`src/rtl/icp_pkg.sv`:
```
package icp_pkg;
  typedef enum logic [2:0] {
    OP_IDLE   = 3'd0,
    OP_ACCEPT = 3'd1,
    OP_POLL   = 3'd2,
    OP_CPPR   = 3'd3,
    OP_IPI    = 3'd4,
    OP_EOI    = 3'd5
  } op_e;
endpackage

```
`src/rtl/icp_offer_judge.sv`:
```
module icp_offer_judge #(
  parameter int PW = 8
) (
  input  logic [PW-1:0] prio,
  input  logic [PW-1:0] cur_prio,
  input  logic          pending,
  input  logic [PW-1:0] pend_prio,
  output logic          lose
);
  function automatic logic offer_loses(input logic [PW-1:0] p, input logic [PW-1:0] c,
                                       input logic pd, input logic [PW-1:0] pp);
    return (p >= c) || (pd && (pp <= p));
  endfunction

  assign lose = offer_loses(prio, cur_prio, pending, pend_prio);
endmodule

```
`src/rtl/icp_ipi_judge.sv`:
```
module icp_ipi_judge #(
  parameter int PW = 8
) (
  input  logic          pending,
  input  logic [PW-1:0] pend_prio,
  input  logic [PW-1:0] ipi_prio,
  output logic          fire
);
  function automatic logic ipi_takes(input logic pd, input logic [PW-1:0] pp,
                                     input logic [PW-1:0] ip);
    return !(pd && (pp <= ip));
  endfunction

  assign fire = ipi_takes(pending, pend_prio, ipi_prio);
endmodule

```
`src/rtl/icp_core.sv`:
```
module icp_core
  import icp_pkg::*;
#(
  parameter int PW      = 8,
  parameter int SW      = 24,
  parameter int IPI_SRC = 2
) (
  input  logic             clk,
  input  logic             rst_n,
  input  logic             offer_valid,
  input  logic [SW-1:0]    offer_src,
  input  logic [PW-1:0]    offer_prio,
  output logic             offer_reject,
  input  logic             op_valid,
  input  logic [2:0]       op_code,
  input  logic [PW+SW-1:0] op_wdata,
  output logic [PW+SW-1:0] rd_data,
  output logic [PW-1:0]    rd_ipi,
  output logic             irq_out,
  output logic             rej_valid,
  output logic [SW-1:0]    rej_src,
  output logic             eoi_valid,
  output logic [SW-1:0]    eoi_src,
  output logic             resend_req
);
  localparam int DW = PW + SW;
  localparam logic [PW-1:0] LEAST = {PW{1'b1}};
  localparam logic [SW-1:0] IPI_NUM = SW'(IPI_SRC);

  logic [PW-1:0] cppr_q, pend_q, mfrr_q;
  logic [SW-1:0] xisr_q;
  logic          owned_q, irq_q;
  logic [PW-1:0] cppr_d, pend_d, mfrr_d;
  logic [SW-1:0] xisr_d;
  logic          owned_d, irq_d;

  op_e           op;
  logic          pending;
  logic [PW-1:0] wr_lo, wr_hi, cppr_eff, mfrr_eff;
  logic          offer_lose, ipi_fire, run_ipi;
  logic          win_evt, clear_evt, ipi_evt;

  assign op       = op_e'(op_code);
  assign pending  = (xisr_q != '0);
  assign wr_lo    = op_wdata[PW-1:0];
  assign wr_hi    = op_wdata[DW-1:SW];
  assign cppr_eff = (op_valid && (op == OP_CPPR || op == OP_EOI)) ? ((op == OP_EOI) ? wr_hi : wr_lo) : cppr_q;
  assign mfrr_eff = (op_valid && op == OP_IPI) ? wr_lo : mfrr_q;

  icp_offer_judge #(.PW(PW)) u_offer (
    .prio(offer_prio), .cur_prio(cppr_q), .pending(pending),
    .pend_prio(pend_q), .lose(offer_lose)
  );

  icp_ipi_judge #(.PW(PW)) u_ipi (
    .pending(pending), .pend_prio(pend_q), .ipi_prio(mfrr_eff), .fire(ipi_fire)
  );

  always_comb begin
    cppr_d = cppr_q; pend_d = pend_q; mfrr_d = mfrr_q;
    xisr_d = xisr_q; owned_d = owned_q; irq_d = irq_q;
    offer_reject = 1'b0;
    rej_valid = 1'b0; rej_src = '0;
    eoi_valid = 1'b0; eoi_src = '0;
    resend_req = 1'b0;
    run_ipi = 1'b0;
    win_evt = 1'b0; clear_evt = 1'b0;
    if (op_valid) begin
      offer_reject = offer_valid;
      case (op)
        OP_ACCEPT: begin
          cppr_d = pend_q; xisr_d = '0; pend_d = LEAST; owned_d = 1'b0; irq_d = 1'b0;
        end
        OP_CPPR: begin
          cppr_d = wr_lo;
          if (wr_lo < cppr_q) begin
            if (pending && (wr_lo <= pend_q)) begin
              clear_evt = 1'b1;
              xisr_d = '0; pend_d = LEAST; irq_d = 1'b0; owned_d = 1'b0;
              if (owned_q) begin
                rej_valid = 1'b1; rej_src = xisr_q;
              end
            end
          end else if (!pending) begin
            resend_req = 1'b1;
            run_ipi = (mfrr_eff < cppr_eff);
          end
        end
        OP_IPI: begin
          mfrr_d = wr_lo;
          run_ipi = (mfrr_eff < cppr_eff);
        end
        OP_EOI: begin
          cppr_d = wr_hi;
          eoi_valid = 1'b1; eoi_src = op_wdata[SW-1:0];
          if (!pending) begin
            resend_req = 1'b1;
            run_ipi = (mfrr_eff < cppr_eff);
          end
        end
        default: ;
      endcase
    end else if (offer_valid) begin
      if (offer_lose) begin
        offer_reject = 1'b1;
      end else begin
        win_evt = 1'b1;
        if (pending && owned_q) begin
          rej_valid = 1'b1; rej_src = xisr_q;
        end
        xisr_d = offer_src; pend_d = offer_prio; owned_d = 1'b1; irq_d = 1'b1;
      end
    end
    ipi_evt = run_ipi && ipi_fire;
    if (ipi_evt) begin
      if (pending && owned_q) begin
        rej_valid = 1'b1; rej_src = xisr_q;
      end
      xisr_d = IPI_NUM; pend_d = mfrr_eff; owned_d = 1'b0; irq_d = 1'b1;
    end
  end

  always_ff @(posedge clk) begin
    if (!rst_n) begin
      cppr_q <= '0; xisr_q <= '0; pend_q <= LEAST; mfrr_q <= LEAST;
      owned_q <= 1'b0; irq_q <= 1'b0;
    end else begin
      cppr_q <= cppr_d; xisr_q <= xisr_d; pend_q <= pend_d; mfrr_q <= mfrr_d;
      owned_q <= owned_d; irq_q <= irq_d;
    end
  end

  assign rd_data = {cppr_q, xisr_q};
  assign rd_ipi  = mfrr_q;
  assign irq_out = irq_q;

  assert_line_tracks_source_R2: assert property (@(posedge clk) disable iff (!rst_n)
    irq_q == (xisr_q != '0));

  assert_offer_loads_R4: assert property (@(posedge clk) disable iff (!rst_n)
    win_evt |=> irq_q && (xisr_q == $past(offer_src)) && (pend_q == $past(offer_prio)));

  assert_accept_empties_R5: assert property (@(posedge clk) disable iff (!rst_n)
    (op_valid && op == OP_ACCEPT) |=> !irq_q && (xisr_q == '0) && (pend_q == LEAST));

  assert_poll_quiet_R6: assert property (@(posedge clk) disable iff (!rst_n)
    (op_valid && op == OP_POLL) |=> $stable(xisr_q) && $stable(cppr_q) && $stable(mfrr_q) && $stable(irq_q));

  assert_clear_drops_line_R7: assert property (@(posedge clk) disable iff (!rst_n)
    clear_evt |=> !irq_q);

  assert_ipi_never_rejected_R9: assert property (@(posedge clk) disable iff (!rst_n)
    rej_valid |-> (rej_src != IPI_NUM) && (rej_src != '0));

  assert_ipi_loads_R9: assert property (@(posedge clk) disable iff (!rst_n)
    ipi_evt |=> irq_q && (xisr_q == IPI_NUM));

  assert_eoi_priority_R10: assert property (@(posedge clk) disable iff (!rst_n)
    eoi_valid |=> cppr_q == $past(op_wdata[DW-1:SW]));

  assert_busy_offer_R11: assert property (@(posedge clk) disable iff (!rst_n)
    (offer_valid && op_valid) |=> $stable(pend_q) || !$stable(cppr_q) || $past(op == OP_IPI) || $past(op == OP_ACCEPT) || $past(op == OP_EOI));
endmodule

```
`config.mk`:
```
export PLATFORM = sky130hd
export DESIGN_NAME = icp_core
export DESIGN_NICKNAME = d
export VERILOG_FILES = /design/src/rtl/icp_pkg.sv /design/src/rtl/icp_offer_judge.sv /design/src/rtl/icp_ipi_judge.sv /design/src/rtl/icp_core.sv
export SDC_FILE = /design/constraint.sdc
export NUM_CORES = 1
export LEC_CHECK = 0
export ABC_AREA = 1
export BUFFER_PORTS_ARGS = -buffer_cell sky130_fd_sc_hd__buf_2
export CORE_MARGIN = 3
export CORE_UTILIZATION = 45
export CTS_CLUSTER_DIAMETER = 100
export DETAILED_ROUTE_END_ITERATION = 10
export PLACE_DENSITY = 0.78
export SLEW_MARGIN = 20
export SYNTH_ARGS = -nofsm -noshare
export SYNTH_HDL_FRONTEND = slang
export SYNTH_SLANG_ARGS = --single-unit
```
`constraint.sdc`:
```
create_clock -name clk -period 2.5 [get_ports clk]
set_input_delay 0.125 -clock clk [delete_from_list [all_inputs] [get_ports clk]]
set_output_delay 0.125 -clock clk [all_outputs]
set_load 0.005 [all_outputs]
```
# Yosys cells after proc, flatten, opt, wreduce, memory -nomap -nowiden
# Index checks and enable logic that the tools add are counted.
word_totals:
  output_inout_bits: 93
  wordCells: 105
  ff_bits: 50
  in_bits: 71
classes:
  order_cmp: 6
  n_mux: 60
  n_reduce_logical: 19
  bitwise: 1
  eq_ne: 12
op_table:
  columns: ["operator", "n"]
  rows:
  - ["$mux 24", 17]
  - ["$mux 8", 9]
  - ["$pmux 24 s2", 1]
  - ["$mux 1", 27]
  - ["$le 8x8->1", 3]
  - ["$pmux 8 s3", 1]
  - ["$reduce_bool 24->1", 1]
  - ["$lt 8x8->1", 2]
  - ["$pmux 8 s2", 1]
  - ["$reduce_and 5->1", 2]
  - ["$ne 3x2->1 const B", 3]
  - ["$ge 8x8->1", 1]
  - ["$ne 4x3->1 const B", 2]
  - ["$logic_and 1x1->1", 7]
  - ["$eq 3x3->1 const B", 2]
  - ["$reduce_bool 3->1", 2]
  - ["$ne 4x1->1 const B", 1]
  - ["$pmux 1 s2", 2]
  - ["$reduce_and 2->1", 2]
  - ["$eq 3x1->1 const B", 1]
  - ["$eq 3x2->1 const B", 1]
  - ["$ne 3x1->1 const B", 1]
  - ["$pmux 1 s3", 1]
  - ["$logic_or 1x1->1", 2]
  - ["6 further kinds", 6]

# Logic depth before layout (Yosys ltp)
depth:
  depth_word: 12
  depth_mapped: 22
  mapped_depth_nobuf: 21

# Hierarchy
# Synthesis repeated with hierarchy kept, for this count alone.
unflattened:
  cells_unflattened: 623
  area_unflattened_um2: 4063.9
modules_own_cells:
  columns: ["module", "cells_per_inst", "area_each_um2", "instances"]
  rows:
  - ["icp_core", 512, 3402.0, 1]
  - ["icp_offer_judge", 74, 441.7, 1]
  - ["icp_ipi_judge", 37, 220.2, 1]

# Worst setup path before layout
# No wires, ideal clock.
synth_path:
  path_type: "input to output"
  start: "input op_code[1]"
  end: "output rej_src[14]"
  stages: 16
  arrival_time_ps: 2430
  required_ps: 2375
  path_slack_ps: -55
  path_cell_list: "inv_1 > nand4_4 > clkbuf_1 > o21ai_0 > inv_1 > ha_1 > a21oi_1 > nor2_1 > a211oi_1 > nand2_1 > a21oi_4 > nand2_4 > inv_2 > o21ai_4 > buf_6 > a21oi_1"
synth_between:
  elab_chain_cells: 11
  elab_cells_between_ends: 22
  classes_between: "order compare: 2; eq/ne: 3; mux: 11; reduce/logical: 6"
synth_lines:
  columns: ["element", "line", "text"]
  rows:
  - ["start: declaration", "icp_core.sv:15", "input logic [2:0] op_code,"]
  - ["$eq 3x2->1 / $eq 3x3->1 (equally long branches)", "icp_core.sv:47, icp_core.sv:70", null]
  - ["$logic_or 1x1->1", "icp_core.sv:47", "assign cppr_eff = (op_valid && (op == OP_CPPR || op == OP_EOI)) ? ((op == OP_EOI) ? wr_hi : wr_lo) : cppr_q;"]
  - ["$logic_and 1x1->1", "icp_core.sv:47", null]
  - ["$mux 8", "icp_core.sv:47", null]
  - ["$lt 8x8->1", "icp_core.sv:86, icp_core.sv:91, icp_core.sv:98", null]
  - ["$mux 1", "icp_core.sv:84, icp_core.sv:96", null]
  - ["$mux 1", "icp_core.sv:76", "if (wr_lo < cppr_q) begin"]
  - ["$pmux 1 s3", "icp_core.sv:70", "case (op)"]
  - ["$mux 1", "icp_core.sv:68", "if (op_valid) begin"]
  - ["$logic_and 1x1->1", "icp_core.sv:114", "ipi_evt = run_ipi && ipi_fire;"]
  - ["$mux 24 *", "icp_core.sv:115", "if (ipi_evt) begin"]
  - ["end: declaration", "icp_core.sv:21", "output logic [SW-1:0] rej_src,"]
# Mark *: on every way between the ends. The rest lies on a longest branch, timed or not.

# Final worst setup path
layout_path:
  start: "input op_code[1]"
  end: "output rej_src[15]"
# The elaborated chain is that of the path after synthesis.

==> reports/summary.txt <==
Final GP Congestion: 0.954
die extent in y: 101 um
Clk pin slew, worst setup/hold paths: 0.10 ns
CTS Sinks: 50
Mapped Cells: 628
post-synthesis simple-gate area fraction: 0.263
PortBufs: 163
failing checks: setup timing
area share of fa/ha/maj cells after synthesis: 0.143
Overall Global Routing Usage: 0.260
core area: 8460 um2
Top FF cell, synth: dfxtp_1
Static Leak: 3.04 nW
Longest Clk Path Bufs: 2
Worst-Margin Slew: 0.503 ns
main combinational cell family by area after synthesis: simple AND/OR/NAND/NOR gates
drt initial violations: 298
power density cells: 392 nW/um2
H-tree depth: 2
pre-CTS WS: -0.338 ns
Fin. Hold Viols: 0
Synth Cell Area: 4040 um2
post-synthesis compound-gate area fraction: 0.209
vias per cell: 5.35
Worst Skew: 0.0108 ns
Final WS setup: -0.232 ns
Starting Density: 0.477
Post-Synth XOR/XNOR Area: 0
Critical Path AT: 2.61 ns
post-route cell area: 5640 um2
CP max FO: 13
Hold/Removal Path Class: primary input to flip-flop
count leader, synth: nand2_1
leading cell types by count after synthesis: nand2_1, inv_1, a21oi_1
max incr delay on CP: 0.30 ns
hold_ws: 0.0532 ns
crit path cell chain: buf_8 > clkinvlp_4 > nand4_4 > buf_6 > nand2_2 > o21ai_2 > ha_1 > inv_1 > o21bai_1 > nand2_1 > nand2_1 > nand2_1 > nand2_1 > nand2_1 > nand2_1 > nand2_2 > a21oi_4 > nand2_4 > inv_4 > o21ai_4 > buf_12 > a21oi_1 > buf_2
number of diodes: 0
router iterations before antenna repair: 6
WL/cell: 15.3 um
synthesis warning total: 0
Max-Cap Viols: 0
GRT overflow: 0
worst flop-to-flop path startpoint: cppr_q[3]
layout cells sized above 1: 0.345
fin crit share: 1.09
post-route ant nets: 0
max-slew violations: 0
root buffer cell: clkbuf_8
WHS Path Cells: 3
synth unique cells: 31
Num CTS Buffers: 5
dpl cell area: 5180 um2
first-pass GRT wire length: 21400 um
final WL: 14200 um
hpwl dp: 10800 um
r2r worst-path depth: 14
Finish-stage setup viols: 25
Synth async-reset ratio: 0
via count: 4968
Site Rows: 33
Die X: 101 um
status: complete, but fails checks
critical path's slowest cell: ha_1
Finished Core Util: 0.666
Yosys top cell by area: dfxtp_1
clock period minus worst slack: 2.73 ns
CTS tree: done
maximum clock frequency: 0.366 GHz
Nets: 940
DRC errors left: 0
mux share of post-synthesis cell area: 0
top cells by area, synth: dfxtp_1, ha_1, nand2_1
Critical Path End Type: output pin
Die ar.: 10100 um2
Critical path origin: op_code[1]
initial antenna violation count: 0
Hold Crit Start: offer_src[13]
unrepaired setup endpoints after global routing: yes
sequential share of the synthesized area: 0.248
Setup TNS: -5.26 ns
synthesis-to-layout area growth: 39.7%
crit path kind: primary input to output pin
pin count of the biggest net entering global routing: 30
Avg Cell Area, Syn: 6.43 um2
Post-Syn Nets: 745
Clock Latency Late Sink: 0.31 ns
critical path's most frequent cell: nand2_1
Slew headroom: 0.665
maximum VDD drop: 0.000225 V
CP required: 2.38 ns
register bit total from synthesis: 50
top-area cell type share of the netlist area: 0.248
crit path launch type: primary input
number of synthesized flops with an enable pin: 0
number of global-route vias before repair: 4634
I/O pin cnt: 164
-- worst paths after layout --
path,slack (ns),endpoint
max,-0.23,rej_src[15]
min,0.05,xisr_q[13]
max reg2reg,0.07,xisr_q[17]
min reg2reg,0.47,owned_q
-- area by class of cell --
cell class | instances | area (um2)
Timing Repair Buffer | 210 | 1260
Multi-Input combinational cell | 437 | 2660
Clock inverter | 2 | 17.5
Fill cell | 716 | 2820
Inverter | 118 | 458
Tap cell | 105 | 131
Timing Repair inverter | 1 | 7.51
Clock buffer | 6 | 82.6
Sequential cell | 50 | 1020
-- layout by cell type, fill, tap and decap left out, types with 2 or more instances in the layout --
master,synthesis,final
dfxtp_4,0,2
nand2_1,128,122
buf_2,3,161
nor2_2,1,2
dfxtp_2,0,9
ha_4,0,4
nand3_4,0,2
nand3_1,47,46
o211ai_1,7,7
o21ai_2,0,6
o22ai_1,8,8
clkinv_4,0,2
inv_1,115,112
buf_12,0,4
nor3_1,2,2
a21boi_0,2,2
clkinvlp_4,0,3
clkbuf_8,0,6
buf_6,2,4
ha_1,46,42
nand2_4,2,3
buf_4,0,39
nor2_1,43,41
nand2_2,2,8
o21ai_1,1,4
inv_4,0,3
a21oi_1,73,67
o21a_1,3,3
o21ai_0,38,29
dfxtp_1,50,39
nand4_1,14,14
a21oi_2,10,16
nand4_4,1,2
-- routing by layer --
| layer | routed length [um] | share of wire | vias up | track usage |
|---|---|---|---|---|
| met3 | 1070 | 0.075 | 32 | 0.0436 |
| met2 | 7020 | 0.49 | 222 | 0.450 |
| met1 | 5760 | 0.41 | 2267 | 0.332 |
| met4 | 369 | 0.026 | 0 | 0.0705 |
| met5 | 0 | 0 | - | 0 |
| li1 | - | - | 2447 | - |
-- timing repair --
item                       in CTS  in global routing
setup endpoints to repair      36                 59
buffers inserted                2                  5
hold buffers                    0                  0
pin swaps                       3                 11
gates cloned                    2                  3
gates resized for setup        19                 52
-- power breakdown --
part           total [mW]  internal [mW]  switching, mW
sequential          0.903          0.844         0.0587
combinational       0.794          0.331          0.463
clock               0.516          0.228          0.287
-- metrics by stage --
stage	instances	total power [mW]
after floorplan	628	1.33
after global routing	929	2.37
after detailed placement	909	1.62
after CTS	921	2.15
after global placement	909	1.59
final	929	2.21
-- critical path, delay by kind of cell --
family | cells | cell delay [ns]
adders and majority gates | 1 | 0.30
buffers and inverters | 7 | 0.84
AOI/OAI and AO/OA | 5 | 0.56
and+or+nand+nor | 10 | 0.76
-- cells by family after synthesis --
group           after synthesis
flops                        50
buf+inv                     143
compound gates              147
fa+ha+maj                    46
simple gates                242
-- registers in the layout (all words and copies together) (netlist names) --
register	cells
cppr_q	8
irq_out	1
owned_q	1
pend_q	8
rd_ipi	8
xisr_q	24
(Power assumes the default switching activity.)
